===== src/rtl/ifetch_pkg.sv =====
package ifetch_pkg;

   typedef enum logic [2:0] {
      FS_IDLE,
      FS_XLATE_LO,
      FS_READ_LO,
      FS_XLATE_HI,
      FS_READ_HI,
      FS_DONE
   } fetch_state_e;

   localparam int unsigned HALF_W  = 16;
   localparam int unsigned INSTR_W = 2 * HALF_W;

   // a halfword whose two low bits are both set opens a 32-bit instruction
   function automatic logic opens_full(input logic [HALF_W-1:0] h);
      return h[1:0] == 2'b11;
   endfunction

endpackage


===== src/rtl/ifetch_hs_chan.sv =====
module ifetch_hs_chan #(
   parameter int unsigned AW = 32
) (
   input  logic          clk,
   input  logic          rst_n,
   input  logic          active_i,
   input  logic [AW-1:0] addr_i,
   output logic          req_valid_o,
   input  logic          req_ready_i,
   output logic [AW-1:0] req_addr_o,
   input  logic          rsp_valid_i,
   output logic          rsp_take_o
);
   logic sent_q;
   logic fire;

   assign req_valid_o = active_i & ~sent_q;
   assign req_addr_o  = addr_i;
   assign fire        = req_valid_o & req_ready_i;
   assign rsp_take_o  = active_i & sent_q & rsp_valid_i;

   always_ff @(posedge clk or negedge rst_n) begin
      if (!rst_n)
         sent_q <= 1'b0;
      else if (!active_i || rsp_take_o)
         sent_q <= 1'b0;
      else if (fire)
         sent_q <= 1'b1;
   end
endmodule


===== src/rtl/ifetch_fsm.sv =====
module ifetch_fsm
   import ifetch_pkg::*;
#(
   parameter int unsigned XLEN        = 32,
   parameter int unsigned CAUSE_W     = 4,
   parameter logic [CAUSE_W-1:0] CAUSE_MISALIGN = '0,
   parameter logic [CAUSE_W-1:0] CAUSE_ACCESS   = 1
) (
   input  logic                clk,
   input  logic                rst_n,
   input  logic                start_i,
   input  logic [XLEN-1:0]     pc_i,
   input  logic                comp_en_i,
   output logic                x_active_o,
   output logic [XLEN-1:0]     x_addr_o,
   input  logic                x_take_i,
   input  logic                x_fault_i,
   input  logic [CAUSE_W-1:0]  x_cause_i,
   input  logic [XLEN-1:0]     x_paddr_i,
   output logic                m_active_o,
   output logic [XLEN-1:0]     m_addr_o,
   input  logic                m_take_i,
   input  logic                m_err_i,
   input  logic [HALF_W-1:0]   m_data_i,
   output logic                fin_o,
   output logic                fin_exc_o,
   output logic [CAUSE_W-1:0]  fin_cause_o,
   output logic [XLEN-1:0]     fin_addr_o,
   output logic [INSTR_W-1:0]  fin_instr_o,
   output logic                fin_comp_o,
   output logic                done_o
);
   localparam logic [XLEN-1:0] HALF_STEP = XLEN'(HALF_W / 8);

   fetch_state_e          state_q, state_d;
   logic [XLEN-1:0]       pc_q, pc_d, paddr_q, paddr_d, pc_hi;
   logic [HALF_W-1:0]     lo_q, lo_d;
   logic                  misaligned;

   assign pc_hi      = pc_q + HALF_STEP;
   assign misaligned = pc_i[0] | (pc_i[1] & ~comp_en_i);

   assign x_active_o = (state_q == FS_XLATE_LO) | (state_q == FS_XLATE_HI);
   assign m_active_o = (state_q == FS_READ_LO)  | (state_q == FS_READ_HI);
   assign x_addr_o   = (state_q == FS_XLATE_HI) ? pc_hi : pc_q;
   assign m_addr_o   = paddr_q;
   assign done_o     = (state_q == FS_DONE);

   always_comb begin
      state_d     = state_q;
      pc_d        = pc_q;
      paddr_d     = paddr_q;
      lo_d        = lo_q;
      fin_o       = 1'b0;
      fin_exc_o   = 1'b0;
      fin_cause_o = '0;
      fin_addr_o  = '0;
      fin_instr_o = '0;
      fin_comp_o  = 1'b0;
      unique case (state_q)
         FS_IDLE: begin
            if (start_i) begin
               pc_d = pc_i;
               if (misaligned) begin
                  fin_o       = 1'b1;
                  fin_exc_o   = 1'b1;
                  fin_cause_o = CAUSE_MISALIGN;
                  fin_addr_o  = pc_i;
                  state_d     = FS_DONE;
               end else begin
                  state_d = FS_XLATE_LO;
               end
            end
         end
         FS_XLATE_LO, FS_XLATE_HI: begin
            if (x_take_i) begin
               if (x_fault_i) begin
                  fin_o       = 1'b1;
                  fin_exc_o   = 1'b1;
                  fin_cause_o = x_cause_i;
                  fin_addr_o  = x_addr_o;
                  state_d     = FS_DONE;
               end else begin
                  paddr_d = x_paddr_i;
                  state_d = (state_q == FS_XLATE_LO) ? FS_READ_LO : FS_READ_HI;
               end
            end
         end
         FS_READ_LO: begin
            if (m_take_i) begin
               if (m_err_i) begin
                  fin_o       = 1'b1;
                  fin_exc_o   = 1'b1;
                  fin_cause_o = CAUSE_ACCESS;
                  fin_addr_o  = pc_q;
                  state_d     = FS_DONE;
               end else if (!opens_full(m_data_i)) begin
                  fin_o       = 1'b1;
                  fin_comp_o  = 1'b1;
                  fin_instr_o = {{(INSTR_W-HALF_W){1'b0}}, m_data_i};
                  state_d     = FS_DONE;
               end else begin
                  lo_d    = m_data_i;
                  state_d = FS_XLATE_HI;
               end
            end
         end
         FS_READ_HI: begin
            if (m_take_i) begin
               fin_o = 1'b1;
               if (m_err_i) begin
                  fin_exc_o   = 1'b1;
                  fin_cause_o = CAUSE_ACCESS;
                  fin_addr_o  = pc_hi;
               end else begin
                  fin_instr_o = {m_data_i, lo_q};
               end
               state_d = FS_DONE;
            end
         end
         FS_DONE:  state_d = FS_IDLE;
         default:  state_d = FS_IDLE;
      endcase
   end

   always_ff @(posedge clk or negedge rst_n) begin
      if (!rst_n) begin
         state_q <= FS_IDLE;
         pc_q    <= '0;
         paddr_q <= '0;
         lo_q    <= '0;
      end else begin
         state_q <= state_d;
         pc_q    <= pc_d;
         paddr_q <= paddr_d;
         lo_q    <= lo_d;
      end
   end
endmodule


===== src/rtl/ifetch_result.sv =====
module ifetch_result
   import ifetch_pkg::*;
#(
   parameter int unsigned XLEN    = 32,
   parameter int unsigned CAUSE_W = 4
) (
   input  logic               clk,
   input  logic               rst_n,
   input  logic               fin_i,
   input  logic               exc_i,
   input  logic [CAUSE_W-1:0] cause_i,
   input  logic [XLEN-1:0]    addr_i,
   input  logic [INSTR_W-1:0] instr_i,
   input  logic               comp_i,
   output logic               exc_valid_o,
   output logic [CAUSE_W-1:0] exc_cause_o,
   output logic [XLEN-1:0]    exc_addr_o,
   output logic [INSTR_W-1:0] instr_o,
   output logic               compressed_o
);
   always_ff @(posedge clk or negedge rst_n) begin
      if (!rst_n) begin
         exc_valid_o  <= 1'b0;
         exc_cause_o  <= '0;
         exc_addr_o   <= '0;
         instr_o      <= '0;
         compressed_o <= 1'b0;
      end else if (fin_i) begin
         exc_valid_o  <= exc_i;
         exc_cause_o  <= cause_i;
         exc_addr_o   <= addr_i;
         instr_o      <= instr_i;
         compressed_o <= comp_i;
      end
   end
endmodule


===== src/rtl/ifetch_seq.sv =====
module ifetch_seq
   import ifetch_pkg::*;
#(
   parameter int unsigned XLEN    = 32,
   parameter int unsigned CAUSE_W = 4,
   parameter logic [CAUSE_W-1:0] CAUSE_MISALIGN = '0,
   parameter logic [CAUSE_W-1:0] CAUSE_ACCESS   = 1
) (
   input  logic               clk,
   input  logic               rst_n,
   input  logic               start_i,
   input  logic [XLEN-1:0]    pc_i,
   input  logic               comp_en_i,
   output logic               xreq_valid_o,
   input  logic               xreq_ready_i,
   output logic [XLEN-1:0]    xreq_vaddr_o,
   input  logic               xrsp_valid_i,
   input  logic               xrsp_fault_i,
   input  logic [CAUSE_W-1:0] xrsp_cause_i,
   input  logic [XLEN-1:0]    xrsp_paddr_i,
   output logic               mreq_valid_o,
   input  logic               mreq_ready_i,
   output logic [XLEN-1:0]    mreq_addr_o,
   input  logic               mrsp_valid_i,
   input  logic               mrsp_err_i,
   input  logic [15:0]        mrsp_data_i,
   output logic               done_o,
   output logic               compressed_o,
   output logic [31:0]        instr_o,
   output logic               exc_valid_o,
   output logic [CAUSE_W-1:0] exc_cause_o,
   output logic [XLEN-1:0]    exc_addr_o
);
   generate
      if (XLEN < HALF_W || (XLEN % 2) != 0) begin : g_bad_xlen
         $error("ifetch_seq: XLEN must be even and at least one halfword");
      end
      if (CAUSE_W < 1 || CAUSE_MISALIGN == CAUSE_ACCESS) begin : g_bad_cause
         $error("ifetch_seq: cause codes must be distinct and non-empty");
      end
   endgenerate

   logic               x_active, m_active, x_take, m_take;
   logic [XLEN-1:0]    x_addr, m_addr, fin_addr;
   logic               fin, fin_exc, fin_comp;
   logic [CAUSE_W-1:0] fin_cause;
   logic [INSTR_W-1:0] fin_instr;

   ifetch_fsm #(
      .XLEN(XLEN), .CAUSE_W(CAUSE_W),
      .CAUSE_MISALIGN(CAUSE_MISALIGN), .CAUSE_ACCESS(CAUSE_ACCESS)
   ) u_fsm (
      .clk(clk), .rst_n(rst_n), .start_i(start_i), .pc_i(pc_i), .comp_en_i(comp_en_i),
      .x_active_o(x_active), .x_addr_o(x_addr), .x_take_i(x_take),
      .x_fault_i(xrsp_fault_i), .x_cause_i(xrsp_cause_i), .x_paddr_i(xrsp_paddr_i),
      .m_active_o(m_active), .m_addr_o(m_addr), .m_take_i(m_take),
      .m_err_i(mrsp_err_i), .m_data_i(mrsp_data_i),
      .fin_o(fin), .fin_exc_o(fin_exc), .fin_cause_o(fin_cause), .fin_addr_o(fin_addr),
      .fin_instr_o(fin_instr), .fin_comp_o(fin_comp), .done_o(done_o)
   );

   ifetch_hs_chan #(.AW(XLEN)) u_xchan (
      .clk(clk), .rst_n(rst_n), .active_i(x_active), .addr_i(x_addr),
      .req_valid_o(xreq_valid_o), .req_ready_i(xreq_ready_i), .req_addr_o(xreq_vaddr_o),
      .rsp_valid_i(xrsp_valid_i), .rsp_take_o(x_take)
   );

   ifetch_hs_chan #(.AW(XLEN)) u_mchan (
      .clk(clk), .rst_n(rst_n), .active_i(m_active), .addr_i(m_addr),
      .req_valid_o(mreq_valid_o), .req_ready_i(mreq_ready_i), .req_addr_o(mreq_addr_o),
      .rsp_valid_i(mrsp_valid_i), .rsp_take_o(m_take)
   );

   ifetch_result #(.XLEN(XLEN), .CAUSE_W(CAUSE_W)) u_res (
      .clk(clk), .rst_n(rst_n), .fin_i(fin), .exc_i(fin_exc), .cause_i(fin_cause),
      .addr_i(fin_addr), .instr_i(fin_instr), .comp_i(fin_comp),
      .exc_valid_o(exc_valid_o), .exc_cause_o(exc_cause_o), .exc_addr_o(exc_addr_o),
      .instr_o(instr_o), .compressed_o(compressed_o)
   );
endmodule


===== config.mk =====
export PLATFORM = sky130hd
export DESIGN_NAME = ifetch_seq
export DESIGN_NICKNAME = d
export VERILOG_FILES = /design/src/rtl/ifetch_pkg.sv /design/src/rtl/ifetch_hs_chan.sv /design/src/rtl/ifetch_fsm.sv /design/src/rtl/ifetch_result.sv /design/src/rtl/ifetch_seq.sv
export SDC_FILE = /design/constraint.sdc
export NUM_CORES = 1
export LEC_CHECK = 0
export BUFFER_PORTS_ARGS = -buffer_cell sky130_fd_sc_hd__buf_2
export CAP_MARGIN = 20
export CORE_AREA = 2 2 87 173
export CTS_BUF_LIST = sky130_fd_sc_hd__clkbuf_4 sky130_fd_sc_hd__clkbuf_8 sky130_fd_sc_hd__clkbuf_16
export CTS_CLUSTER_DIAMETER = 120
export CTS_CLUSTER_SIZE = 16
export DETAILED_ROUTE_END_ITERATION = 10
export DIE_AREA = 0 0 89 175
export PLACE_DENSITY_LB_ADDON = 0.12
export SLEW_MARGIN = 20
export SYNTH_ARGS = -nofsm -noshare
export SYNTH_HDL_FRONTEND = slang
export SYNTH_SLANG_ARGS = --single-unit

===== constraint.sdc =====
create_clock -name clk -period 4.4 [get_ports clk]
set_input_delay 0.22 -clock clk [delete_from_list [all_inputs] [get_ports clk]]
set_output_delay 0.22 -clock clk [all_outputs]
set_load 0.01 [all_outputs]

[Word-level counts from Yosys, hierarchy flattened]
Cells that the tools add are included.
Storage, ports and cells
  bits in registers: 155
  logic and storage cells: 102
Cells by class
  $add $sub $neg: 1
  eq/ne operators: 10
  mux-type cells: 50
  bitwise gates (word level): 17
  reductions and logical operators: 13
Operators by type and width (number)
  two-way mux 32 bit: 13
  one-hot mux 32 bit (4 select lines): 1
  one-hot mux 32 bit (2 select lines): 1
  adder 32 x 2 -> 32 bit (second input constant): 1
  two-way mux 3 bit: 9
  two-way mux 1 bit: 18
  two-way mux 16 bit: 1
  two-way mux 4 bit: 3
  one-hot mux 3 bit (4 select lines): 1
  AND 1 bit: 9
  one-hot mux 4 bit (2 select lines): 1
  AND reduction 4 bit: 2
  equality test 3 x 2 -> 1 bit (second input constant): 2
  equality test 3 bit (second input constant): 2
  inequality test 2 x 1 -> 1 bit (second input constant): 3
  inverter 1 bit: 5
  one-hot mux 1 bit (4 select lines): 1
  nonzero test 2 bit: 2
  OR reduction 2 bit: 2
  equality test 3 x 1 -> 1 bit (second input constant): 1
  logical NOT 3 bit: 1
  OR 1 bit: 3
  one-hot mux 1 bit (3 select lines): 1
  AND reduction 3 bit: 1
  other kinds (5): 7

[Longest topological paths before layout]
  word-level depth: 6
  depth in mapped cells: 9
  gate-level depth less buffers: 7

[Hierarchy]
From an unflattened synthesis, not the netlist that was laid out.
Second synthesis, totals
  cells, all modules: 822
  area, all modules: 9356.5 um2
By module, submodules not included
  ifetch_fsm: instances 1, cells an instance 598, area an instance 5776.8 um2, sequential area each 2077.0 um2
  ifetch_result: instances 1, cells an instance 148, area an instance 2954.1 um2, sequential area each 1751.7 um2
  ifetch_hs_chan: instances 2, cells an instance 38, area an instance 312.8 um2, sequential area each 25.0 um2

[Worst setup path before layout]
Ideal clock, no wire load.
  path type: register -> register
  start: register u_fsm.pc_q[1]
  end: register u_res.exc_addr_o[17]
  setup time: 0.121 ns
  arrival time: 2.133 ns
  data required time: 4.279 ns
  slack: 2.146 ns
  stages on the path, launching flop included: 8
  path buffers: 0
  clock period less this slack: 2.254 ns
  cells stage by stage: dfrtp_1 -> ha_1 -> nand3_2 -> nor4_4 -> nand3_1 -> xnor2_1 -> a221o_1 -> o22a_1
Between the ends
  cells in the longest elaborated chain, start to end: 5
  elaborated cells on any way between the ends: 7
  classes of those cells: add/sub (1); mux (6)
RTL lines
  from (decl): RTL line ifetch_fsm.sv:36  | logic [XLEN-1:0] pc_q, pc_d, paddr_q, paddr_d, pc_hi;
  from (signal assigned): RTL line ifetch_fsm.sv:134  | pc_q <= pc_d;
  adder 32 x 2 -> 32 bit: RTL line ifetch_fsm.sv:40  | assign pc_hi = pc_q + HALF_STEP;
  two-way mux 32 bit: RTL line ifetch_fsm.sv:45  | assign x_addr_o = (state_q == FS_XLATE_HI) ? pc_hi : pc_q;
  net xreq_vaddr_o[17]: RTL line ifetch_seq.sv:16  | output logic [XLEN-1:0] xreq_vaddr_o,
  two-way mux 32 bit: RTL line ifetch_fsm.sv:77  | if (x_fault_i) begin
  two-way mux 32 bit: RTL line ifetch_fsm.sv:76  | if (x_take_i) begin
  one-hot mux 32 bit (4 select lines): RTL line ifetch_fsm.sv:60  | unique case (state_q)
  to (signal assigned): RTL line ifetch_result.sv:31  | exc_addr_o <= addr_i;
  to (decl): RTL line ifetch_result.sv:17  | output logic [XLEN-1:0] exc_addr_o,
The timed path passes the listed nets, and every way through them passes these cells.
A chain may end at the register's enable or synchronous reset.

[Worst setup path after layout]
  start: register u_fsm.pc_q[1]
  end: output xreq_vaddr_o[31]
Between the ends
  cells in the longest elaborated chain, start to end: 2
RTL lines (RTL line)
  adder 32 x 2 -> 32 bit: ifetch_fsm.sv:40
  two-way mux 32 bit: ifetch_fsm.sv:45
  to (decl): ifetch_seq.sv:16
Every way passes these cells.

==> out/metrics.cfg <==
[run_status]
status = finished clean

[timing]
setup_viol = 0
fmax_mhz = 320
slew_viol_final = 0
fin_crit_sh_pct = 71.1
finClkSkew_ps = 5.97
timing.hold.ws_ps = 18.6
hold_violations = 0
rsz0062_at_grt = false
relSlewSlack_pct = 29.3
fin_crit_ps = 3130
tightest_slew_ps = 1060
tns_ps = 0

[routing]
wl_met2_um = 13400
vias_per_cell = 6.09
wl_met1_um = 8500
wl_per_cell_um = 20.9
vias = 7123
postRouteAntennaNets = 0
wl_met3_um = 1480
first_pass_iters = 9
finalWirelength_um = 24500
drt-initial-drc-count = 615
highest_layer = met5
drc = 0

[synthesis]
ys_top_cells_by_count = dfrtp_1 (155), mux2_2 (76), nor2_1 (71), nand2_1 (43), a21oi_1 (40)
synth-edff-count = 0
synth_adder_area_share_pct = 0.156
syn_nets = 866
syn_inst = 771
synth_xor_area_share_pct = 3.92
yosysUniqueCellTypes = 71
syn_area_per_cell_sq_um = 10.4
synth_compound_area_share_pct = 17.0
yosysMostFrequentCell = dfrtp_1
synth.cell_area_sq_um = 8040
yosysSeqAreaShare_pct = 48.2
synth_area_leaders = dfrtp_1 (48%), mux2_2 (11%), nor2_1 (3.3%)
synth_ff_type = dfrtp_1
ys_ff_latch = 155
muxShareOfSynthArea_pct = 10.9
synth-simple-area-share_pct = 14.8
synth_top_family_by_area = compound AO/OA/AOI/OAI gates
synthArstFlopShare_pct = 100
yosys.area.top_type_share_pct = 48.2
yosysTopAreaCell = dfrtp_1
yosys_warnings = 0

[setup_path]
crit_type = reg -> out
path_max_fanout = 8
reg2reg_to = u_res.instr_o[11]
start_kind = flip-flop
r2r-start = u_fsm.state_q[1]
worstPathRequired_ps = 4180
rrSetupSlack_ps = 1510
cp_data_arrival_time_ps = 2910
worstRegToRegCells = 5
endpoint_kind = output pin

[floorplan]
initial_core_util_pct = 56.3
io_pins = 231
fp.dieArea_sq_um = 15600
core_sq_um = 14300
fp.dieH_um = 175
die_width_um = 89
rows = 62

[clocking]
cts_max_level = 4
clock-sinks = 155
clkLatencyLatePin_ps = 430
post_cts_resized = 0
root_buffer = clkbuf_16
holdBufCountCts = 2
post_cts_buffers = 0
cts_tree = yes
path_clk_slew_ps = 60
cts-buffers-inserted = 17
clockBufferDepth = 2

[global_routing]
grt_max_degree = 97
grt_pass1_vias = 7538
grtUsageTotal_pct = 31.9
antenna_found_initial = 1
grt_overflow = 0
grt_pass1_wl_um = 38100

[placement]
port-buffer-count = 230
dp_hpwl_um = 17600
gp_congestion = 0.953
dpl-instance-area_sq_um = 9260

[pwr]
powerDensity_nw_per_um2 = 668
p_switching_w = 0.00266
p_sw_share_pct = 40.4
clkPwrFrac_pct = 22.0
p_comb_share_pct = 39.1
vdd_drop_max_mv = 0.441
leakagePower_nw = 4.78
seq_power_share_pct = 38.9
internal_power_w = 0.00393

[final_layout]
antenna_cells = 0
final_core_util_pct = 69.1
drive_gt1_share_pct = 39.0
area_growth_syn_to_layout_pct = 22.7
stdcell_area_sq_um = 9870
fin_nets = 1059

[worst_hold_path]
hold_path.class = in -> reg
min-delay-start = xrsp_cause_i[2]
worstHoldPathCells = 2
hold-path-endpoint = u_res.exc_cause_o[2]

[job]
cap_violations = 0

worst max path at each step:
stage / depth (start not counted) / to / start / slack, ps
after global routing: 7 / xreq_vaddr_o[31] / u_fsm.pc_q[2] / 1080
after floorplan: 7 / u_res.exc_addr_o[17] / u_fsm.pc_q[1] / 2150
after detailed placement: 5 / u_res.exc_addr_o[30] / u_fsm.state_q[0] / 1540
final: 7 / xreq_vaddr_o[31] / u_fsm.pc_q[1] / 1270
after global placement: 5 / u_res.exc_addr_o[30] / u_fsm.state_q[0] / 1620
after CTS: 6 / xreq_vaddr_o[28] / u_fsm.pc_q[8] / 1300
layer usage:
metal	vias to the layer above	GRT usage (%)
met3	72	6.90
met2	345	57.4
li1	3226	-
met1	3478	33.0
met5	-	0
met4	2	17.5
power groups by stage:
stage	combinational (W)	clock (W)	sequential [W]
after global placement	0.00250	0	0.00254
after detailed placement	0.00256	0	0.00257
after global routing	0.00280	0.00153	0.00264
final	0.00258	0.00145	0.00256
after CTS	0.00258	0.00147	0.00255
after floorplan	0.00180	0	0.00236
final cells by class:
type	count	area, sq um
fill	1166	4410
sequential	155	3880
multi-input combinational	523	3810
timing repair buffer	244	1270
clock buffer	24	497
tap	192	240
inverter	23	86.3
clock inverter	8	83.8
metrics by stage:
step	setup WS, ps	total power, W	cells
floorplan	2150	0.00416	771
global placement	1620	0.00504	1135
detailed placement	1540	0.00513	1135
CTS	1300	0.00660	1169
global route	1080	0.00697	1169
finish	1270	0.00659	1169
critical path: stages (launching register included):
cell and delay [ps]:
dfrtp_1 490, ha_1 290, nand3_2 200, nor4_4 580, nand3_2 320, nor2_1 280
xnor2_1 170, buf_2 170
cells by family (layout without fill, tap and decap cells):
logic type	after synthesis	count (layout)
mux	78	78
simple gates	221	221
xor+xnor	36	36
flops	155	155
buf+inv	93	299
compound gates	187	187
fa+ha+maj	1	1
layout by cell type (no fill, tap or decap), types with 5 or more instances in the layout:
cell type / instances
a221oi_1: 13
nand2_1: 43
xor2_1: 18
a31oi_1: 15
nand4_1: 17
a222oi_1: 24
o21ai_0: 30
a21oi_1: 40
nor4_1: 5
inv_1: 23
mux2_2: 76
a221o_1: 5
xnor2_1: 18
nor3_1: 19
nand3_1: 15
and3_1: 7
buf_2: 229
buf_4: 12
nor2_1: 70
dfrtp_1: 155
a22o_1: 20
clkbuf_16: 17
flip-flops by register name, indices dropped and copies added (netlist names):
| name | count |
|---|---|
| u_res.exc_valid_o | 1 |
| u_fsm.m_addr_o | 32 |
| u_res.compressed_o | 1 |
| u_fsm.state_q | 3 |
| u_res.exc_cause_o | 4 |
| u_xchan.sent_q | 1 |
| u_res.exc_addr_o | 32 |
| u_res.instr_o | 32 |
| u_fsm.pc_q | 32 |
| u_fsm.lo_q | 16 |
| u_mchan.sent_q | 1 |
(Power assumes the default switching activity.)
